**src/rtl/adq_pkg.sv**
```systemverilog
package adq_pkg;

  typedef enum logic {
    DEC_BYPASS  = 1'b0,
    DEC_COMPACT = 1'b1
  } adq_dec_e;

  // Compaction paid off only if it produced strictly fewer warps.
  function automatic logic is_adequate(input int unsigned before_cnt,
                                       input int unsigned after_cnt);
    return after_cnt < before_cnt;
  endfunction

endpackage

```
**src/rtl/adq_tag_cam.sv**
```systemverilog
module adq_tag_cam #(
  parameter int ENTRIES = 32,
  parameter int PC_W    = 32,
  parameter int IDX_W   = $clog2(ENTRIES)
) (
  input  logic [ENTRIES-1:0]      valid_vec,
  input  logic [ENTRIES*PC_W-1:0] tags_flat,
  input  logic [PC_W-1:0]         key,
  output logic                    hit,
  output logic [IDX_W-1:0]        idx
);

  logic [ENTRIES-1:0] match_vec;

  for (genvar g = 0; g < ENTRIES; g++) begin : g_cmp
    assign match_vec[g] = valid_vec[g] && (tags_flat[g*PC_W +: PC_W] == key);
  end

  assign hit = |match_vec;

  always_comb begin
    idx = '0;
    for (int i = ENTRIES - 1; i >= 0; i--) begin
      if (match_vec[i]) idx = IDX_W'(i);
    end
  end

endmodule

```
**src/rtl/adq_age_lru.sv**
```systemverilog
module adq_age_lru #(
  parameter int ENTRIES = 32,
  parameter int IDX_W   = $clog2(ENTRIES)
) (
  input  logic             clk,
  input  logic             rst_n,
  input  logic             touch,
  input  logic [IDX_W-1:0] touch_idx,
  output logic [IDX_W-1:0] victim_idx
);

  localparam logic [IDX_W-1:0] OLDEST = IDX_W'(ENTRIES - 1);

  // Ages always form a permutation of 0..ENTRIES-1; 0 is the newest.
  logic [IDX_W-1:0] age_q [ENTRIES];
  logic [IDX_W-1:0] touched_age;

  function automatic logic [IDX_W-1:0] next_age(input logic [IDX_W-1:0] cur,
                                                input logic [IDX_W-1:0] ref_age,
                                                input logic             is_me);
    if (is_me)              return '0;
    else if (cur < ref_age) return cur + 1'b1;
    else                    return cur;
  endfunction

  assign touched_age = age_q[touch_idx];

  always_ff @(posedge clk) begin
    for (int i = 0; i < ENTRIES; i++) begin
      if (!rst_n)     age_q[i] <= IDX_W'(i);
      else if (touch) age_q[i] <= next_age(age_q[i], touched_age, touch_idx == IDX_W'(i));
    end
  end

  // Never-touched entries stay older than any touched one, so they go first.
  always_comb begin
    victim_idx = '0;
    for (int i = 0; i < ENTRIES; i++) begin
      if (age_q[i] == OLDEST) victim_idx = IDX_W'(i);
    end
  end

endmodule

```
**src/rtl/adq_predict_table.sv**
```systemverilog
module adq_predict_table
  import adq_pkg::*;
#(
  parameter int PC_W      = 32,
  parameter int ENTRIES   = 32,
  parameter int MAX_WARPS = 32,
  localparam int IDX_W    = $clog2(ENTRIES),
  localparam int CNT_W    = $clog2(MAX_WARPS + 1)
) (
  input  logic             clk,
  input  logic             rst_n,
  input  logic             lk_valid,
  input  logic [PC_W-1:0]  lk_pc,
  input  logic             lk_diverged,
  input  logic             upd_valid,
  input  logic [PC_W-1:0]  upd_pc,
  input  logic [CNT_W-1:0] warps_before,
  input  logic [CNT_W-1:0] warps_after,
  output logic             lk_compact,
  output logic             lk_hit
);

  logic [ENTRIES-1:0]      valid_q;
  logic [ENTRIES*PC_W-1:0] tags_q;
  logic [ENTRIES-1:0]      hist_q;

  // Named internal events, also watched by the checker.
  logic             lk_match, upd_match;
  logic [IDX_W-1:0] lk_idx, upd_idx, victim_idx, touch_idx;
  logic             adequate_w;
  logic             lookup_div;
  logic             alloc_evt;
  logic             upd_evt;
  logic             fwd_evt;
  logic             stored_bit;
  adq_dec_e         decision;

  adq_tag_cam #(.ENTRIES(ENTRIES), .PC_W(PC_W), .IDX_W(IDX_W)) u_lk_cam (
    .valid_vec (valid_q),
    .tags_flat (tags_q),
    .key       (lk_pc),
    .hit       (lk_match),
    .idx       (lk_idx)
  );

  adq_tag_cam #(.ENTRIES(ENTRIES), .PC_W(PC_W), .IDX_W(IDX_W)) u_upd_cam (
    .valid_vec (valid_q),
    .tags_flat (tags_q),
    .key       (upd_pc),
    .hit       (upd_match),
    .idx       (upd_idx)
  );

  adq_age_lru #(.ENTRIES(ENTRIES), .IDX_W(IDX_W)) u_lru (
    .clk        (clk),
    .rst_n      (rst_n),
    .touch      (lookup_div),
    .touch_idx  (touch_idx),
    .victim_idx (victim_idx)
  );

  assign adequate_w = is_adequate(32'(warps_before), 32'(warps_after));
  assign lookup_div = lk_valid && lk_diverged;
  assign alloc_evt  = lookup_div && !lk_match;
  assign upd_evt    = upd_valid && upd_match;
  assign fwd_evt    = lookup_div && lk_match && upd_evt && (upd_idx == lk_idx);
  assign touch_idx  = lk_match ? lk_idx : victim_idx;
  assign stored_bit = fwd_evt ? adequate_w : hist_q[lk_idx];

  always_comb begin
    decision = DEC_BYPASS;
    if (lookup_div) begin
      if (!lk_match || stored_bit) decision = DEC_COMPACT;
    end
  end

  assign lk_compact = (decision == DEC_COMPACT);
  assign lk_hit     = lookup_div && lk_match;

  // Allocation claims the whole entry and beats an update to the evicted one.
  always_ff @(posedge clk) begin
    if (!rst_n) begin
      valid_q <= '0;
      tags_q  <= '0;
      hist_q  <= '0;
    end else begin
      for (int i = 0; i < ENTRIES; i++) begin
        if (alloc_evt && (victim_idx == IDX_W'(i))) begin
          valid_q[i]              <= 1'b1;
          tags_q[i*PC_W +: PC_W]  <= lk_pc;
          hist_q[i]               <= 1'b1;
        end else if (upd_evt && (upd_idx == IDX_W'(i))) begin
          hist_q[i]               <= adequate_w;
        end
      end
    end
  end

endmodule

```
**config.mk**
```make
export PLATFORM = sky130hd
export DESIGN_NAME = adq_predict_table
export DESIGN_NICKNAME = d
export VERILOG_FILES = /design/src/rtl/adq_pkg.sv /design/src/rtl/adq_tag_cam.sv /design/src/rtl/adq_age_lru.sv /design/src/rtl/adq_predict_table.sv
export SDC_FILE = /design/constraint.sdc
export NUM_CORES = 2
export LEC_CHECK = 0
export BUFFER_PORTS_ARGS = -buffer_cell sky130_fd_sc_hd__buf_2
export CORE_ASPECT_RATIO = 1.75
export CORE_UTILIZATION = 70
export DETAILED_ROUTE_END_ITERATION = 10
export PLACE_DENSITY = 0.87
export SLEW_MARGIN = 25
export SYNTH_ARGS = -nofsm -noshare
export SYNTH_HDL_FRONTEND = slang
export SYNTH_SLANG_ARGS = --single-unit
export TNS_END_PERCENT = 1
```
**constraint.sdc**
```tcl
create_clock -name clk -period 14.1 [get_ports clk]
set_input_delay 1.41 -clock clk [delete_from_list [all_inputs] [get_ports clk]]
set_output_delay 1.41 -clock clk [all_outputs]
set_load 0.03 [all_outputs]
```
======== Word-level counts from Yosys, hierarchy flattened ========
Memories as Yosys holds them, arrays and structs flattened.
Index checks and enable logic that the tools add are counted.
word-level totals
  bits in registers ....................... 1088
  memory bits (writable) .................. 160
  bits of input ports ..................... 81
  output and inout port bits .............. 2
  logic and storage cells ................. 886
  memories ................................ 1
cells by class
  add/sub/neg operators ................... 32
  $lt $le $gt $ge ......................... 34
  equality and inequality tests ........... 189
  multiplexer cells ....................... 329
  bitwise operators ....................... 32
  reductions and logical operators ........ 173
memories
  name         depth  width  read ports  clocked after memory_dff  wr ports  line               source
  u_lru.age_q  32     5      33          0                         32        adq_age_lru.sv:15  logic [IDX_W-1:0] age_q [ENTRIES];
operators by type and width
  kind                   count
  $eq A32 B32 Y1         64
  $mux W5                241
  $eq A5 B5 Y1 const B   79
  $add A5 B1 Y5 const B  32
  $lt A5 B5 Y1           32
  $logic_and A1 B1 Y1    134
  $eq A5 B4 Y1 const B   24
  $mux W1                73
  $reduce_bool A2 Y1     32
  $reduce_or A32 Y1      2
  $eq A5 B3 Y1 const B   12
  $mux W4                8
  $or A1 B1 Y1           32
  $eq A5 B2 Y1 const B   6
  $eq A5 B1 Y1 const B   3
  $logic_not A5 Y1       3
  $mux W3                4
  $lt A5 B6 Y1 const B   1
  $lt A6 B6 Y1           1
  $bmux W1 S5            1
  $eq A5 B5 Y1           1
  $mux W2                2
  $logic_not A1 Y1       1
  $logic_or A1 B1 Y1     1

======== Depth between registers and ports, before layout ========
An unclocked memory read counts as a cell.
  depth in word-level cells ............... 42
  gate-level depth with buffers ........... 29
  mapped depth without buffers ............ 24

======== Hierarchy ========
Synthesis repeated with hierarchy kept, for this count alone.
unflattened totals
  cell total of the unflattened synthesis .. 9380
  area, all modules ....................... 79597.6 sq um
by module, submodules not included
  module             instances  cells each  area each (sq um)  sequential area each (sq um)
  adq_predict_table  1          4937        41579.9            21780.9
  adq_tag_cam        2          1587        12463.2            0.0
  adq_age_lru        1          1269        13091.3            4804.6

======== Worst setup path before layout ========
OpenSTA, ideal clock, no wires.
  path kind ............................... input port to flip-flop
  start ................................... input port lk_pc[27]
  end ..................................... memory u_lru.age_q[17][0] in the netlist's numbering, enable pin
  library setup time ...................... 0.360 ns
  data arrival time ....................... 8.106 ns
  required time ........................... 13.740 ns
  path slack .............................. 5.634 ns
  stages .................................. 22
  buffers on the path ..................... 5
  cell sequence ........................... buf_2 > buf_2 > xnor2_1 > nand4_1 > or3b_2 > or3_1 > nand2_1 > nor3_1 > a2111oi_2 > o31ai_2 > buf_4 > and3_1 > buf_4 > buf_2 > a222oi_1 > a21oi_1 > or4_1 > o21ai_0 > ha_1 > nand4_1 > o21ai_0 > a31oi_1
RTL lines
  what         line                     source
  from (decl)  adq_predict_table.sv:13  input logic [PC_W-1:0] lk_pc,
  to (decl)    adq_age_lru.sv:15

==> flow_summary.yaml <==
worst_setup_path:
  critPathKind: "input pin to flip-flop"
  slowest_delay_ns: 1.03
  crit_arrival_ns: 10.15
  slowest_stage: "nor4_1"
  r2r_cells: 20
  cp-start-kind: "input pin"
  crit_chain: "buf_4 > buf_4 > xnor2_1 > nand2_1 > nor4_1 > nand2_1 > a31oi_1 > nor2b_1 > a32oi_2 > and3_2 > a221o_1 > a221o_1 > o21ai_0 > nor4_1 > a21oi_4 > buf_4 > ha_1 > a21o_1 > a21oi_1 > o21ai_1 > a31oi_1"
  crit_buf_inv: 3
  crit_top_cell: "buf_4"
  r2r_slack_ns: 5.61
  rr_startpoint: "tags_q[915]"
  end_kind: "flip-flop"
  reg2reg_to: "u_lru.age_q[24][2]"
  cp_top_family: "simple AND/OR/NAND/NOR gates"
  critPathMaxFanout: 48
  required_ns: 14.53
logic_synthesis:
  synth_xor_area_share_pct: 23.43
  synth-async-reset-ratio_pct: 0
  synthCells: 9973
  synth-compound-area-share_pct: 10.88
  muxShareOfSynthArea_pct: 0.2547
  synth-edff-count: 160
  ys.flop_type: "dfxtp_1"
  avgSynthCellArea_um2: 7.882
  synth_adder_area_share_pct: 3.120
  ys_ff_latch: 1248
  syn-num-nets: 10250
  netlist_area_um2: 78610
  synthSimpleGateAreaFrac_pct: 23.80
  yosysWarningCount: 0
  synth_cell_types: 85
  synth_top_family_by_area: "simple AND/OR/NAND/NOR gates"
  seq_area_frac_synth_pct: 33.82
sta:
  hold_ws_ns: 0.4791
  finClkSkew_ns: 0.03994
  tightest_slew_ns: 1.288
  setup-tns-final_ns: 0
  fin_crit_sh_pct: 68.93
  finalHoldViolations: 0
  fmax_mhz: 102.9
  fin_ws_ns: 4.381
  max_slew_margin_pct: 13.33
  setup_viol: 0
  fin_crit_ns: 9.719
  rsz0062_at_grt: "false"
  drv_slew: 0
layout:
  post-route-util_pct: 74.86
  fill_cells: 8330
  final_cell_mix: "2314 x nand2_1, 1135 x a21oi_1, 1110 x xor2_1, 1088 x dfxtp_1, 993 x xnor2_1"
  nNetsFinal: 9847
  drive_gt1_share_pct: 5.791
  layout.cells.non_filler: 11150
  area_growth_pct: 5.972
  layout_commonest_cell: "nand2_1"
  multi_input_area_um2: 48540
  seq_area_um2: 26590
global_route:
  grt_pass1_wl_um: 489100
  grt_start_max_net_pins: 225
  grt_pass1_vias: 76820
  grt.overflow.total: 0
  antenna_found_initial: 10
  grt_usage_pct: 57.90
cts:
  worstSkewPairLatency_ns: 0.81
  post_cts_buffers: 0
  cts.clk_slew.worst_paths_ns: 0.07
  numCtsBuffers: 113
  ctsHoldBuffers: 0
  cts_tree: "yes"
  ctsResizeCount: 0
  cts.path.max_buffers: 3
  clockRootBuffer: "clkbuf_16"
  cts_max_level: 3
  cts.sinks: 1248
die:
  pin_count: 83
  die_height_um: 445.3
  start_util_pct: 70.64
  core_region_area_um2: 111300
  die-width_um: 255.3
  die_area_um2: 113700
  row_count: 162
placement:
  io_buffers: 82
  hpwl_um: 215100
  place_inst: 10930
  dpl_worst_slack_ns: 4.344
  gp_congestion: 1.120
power:
  peakVddDrop_uv: 512.0
  leakage_nw: 29.23
  power_density_nw_per_um2: 186.9
run:
  maxCapViolCount: 0
route:
  drcViolationCount: 0
  routed_wl_um: 340500
  viasPerCell: 7.106
  ant_nets: 0
  num_vias: 79230
  dr.pass1.iters: 10
  drt_iter0_drc: 12540
  routedWlPerCell_um: 30.54
run_status:
  status: "finished, final reports clean"
worst_hold_path:
  hold_depth: 2
  worstHoldStart: "hist_q[26]"
  hold_path_end: "hist_q[26]"
  hold_class: "flip-flop to flip-flop"
[Yosys cell counts, types with 11 or more instances]
| master | number | area, um2 |
|---|---|---|
| a21o_1 | 64 | 480.5 |
| a21oi_1 | 1137 | 5690 |
| a221o_1 | 14 | 140.1 |
| a221oi_1 | 26 | 227.7 |
| a31oi_1 | 40 | 250.2 |
| and2_1 | 38 | 237.7 |
| and3_1 | 64 | 400.4 |
| buf_1 | 42 | 157.7 |
| buf_2 | 108 | 540.5 |
| buf_4 | 41 | 307.8 |
| buf_6 | 42 | 473.0 |
| clkbuf_1 | 533 | 2001 |
| dfxtp_1 | 1088 | 21780 |
| edfxtp_1 | 160 | 4805 |
| ha_1 | 196 | 2452 |
| inv_1 | 55 | 206.5 |
| mux2i_1 | 11 | 110.1 |
| nand2_1 | 2314 | 8686 |
| nand2b_1 | 41 | 256.5 |
| nand3_1 | 150 | 750.7 |
| nand4_1 | 399 | 2496 |
| nand4b_1 | 29 | 254.0 |
| nor2_1 | 260 | 975.9 |
| nor2b_1 | 25 | 156.4 |
| nor3_1 | 103 | 515.5 |
| nor3b_1 | 15 | 112.6 |
| nor4_1 | 442 | 2765 |
| nor4b_1 | 19 | 166.4 |
| o21ai_0 | 148 | 740.7 |
| o21ai_1 | 20 | 100.1 |
| or2_2 | 34 | 212.7 |
| or3_1 | 28 | 175.2 |
| or4_1 | 40 | 300.3 |
| xnor2_1 | 993 | 8697 |
| xor2_1 | 1110 | 9722 |
[metal layers]
metal  track usage (%)  up-vias  share of wire, %
li1                  -    33050                 -
met3             23.46     2907                16
met2             83.92     6821                41
met4             64.13       14                14
met5                 0        -             0.032
met1             60.54    36440                30
[area by class of cell]
type	instances	area share [%]
Sequential cell	1248	31.91
Inverter	56	0.2614
Clock buffer	149	3.886
Tap cell	1476	2.217
Multi-Input combinational cell	7903	58.27
Timing Repair Buffer	248	2.369
Antenna cell	3	0.009012
Clock inverter	66	1.074
[per-stage QoR]
step,instance area (um2),power [mW]
6_report,83300,15.57
4_1_cts,83210,15.19
2_1_floorplan,78610,9.421
3_3_place_gp,79070,11.53
5_1_grt,83300,16.30
3_5_place_dp,79080,11.76
[worst max-delay path by stage]
stage	cells after the start	from	to	slack, ns
floorplan	22	lk_pc[27]	u_lru.age_q[17][0]	5.63
global placement	22	lk_pc[15]	u_lru.age_q[24][1]	4.40
detailed placement	21	lk_pc[11]	u_lru.age_q[24][0]	4.34
CTS	21	lk_pc[11]	u_lru.age_q[24][2]	5.10
global route	25	lk_pc[11]	u_lru.age_q[29][4]	4.45
finish	21	lk_pc[11]	u_lru.age_q[24][2]	4.38
[logic make-up (layout without fill, tap and decap cells)]
kind of cell	after synthesis	count (layout)
other cells	0	3
simple gates	4030	4030
mux	19	19
compound gates	1555	1555
xor+xnor	2103	2103
fa+ha+maj	196	196
buf+inv	822	519
flops	1248	1248
[registers in the layout, indices dropped and copies added (netlist names)]
| register | count |
|---|---|
| hist_q | 32 |
| tags_q | 1024 |
| u_lru.age_q | 160 |
| valid_q | 32 |
[power by group]
part	leakage [nW]	total (mW)	switching [mW]	internal [mW]
combinational	17.0	7.53	4.83	2.70
sequential	10.2	4.54	0.490	4.05
clock	2.01	3.50	1.56	1.95
total	29.2	15.6	6.87	8.70
[worst min-delay path, stage by stage, from the launching register on]
cell,delay [ns]
dfxtp_1,0.31
o21ai_0,0.06
a21oi_1,0.06
No activity file was read; power rests on OpenSTA's default activity.
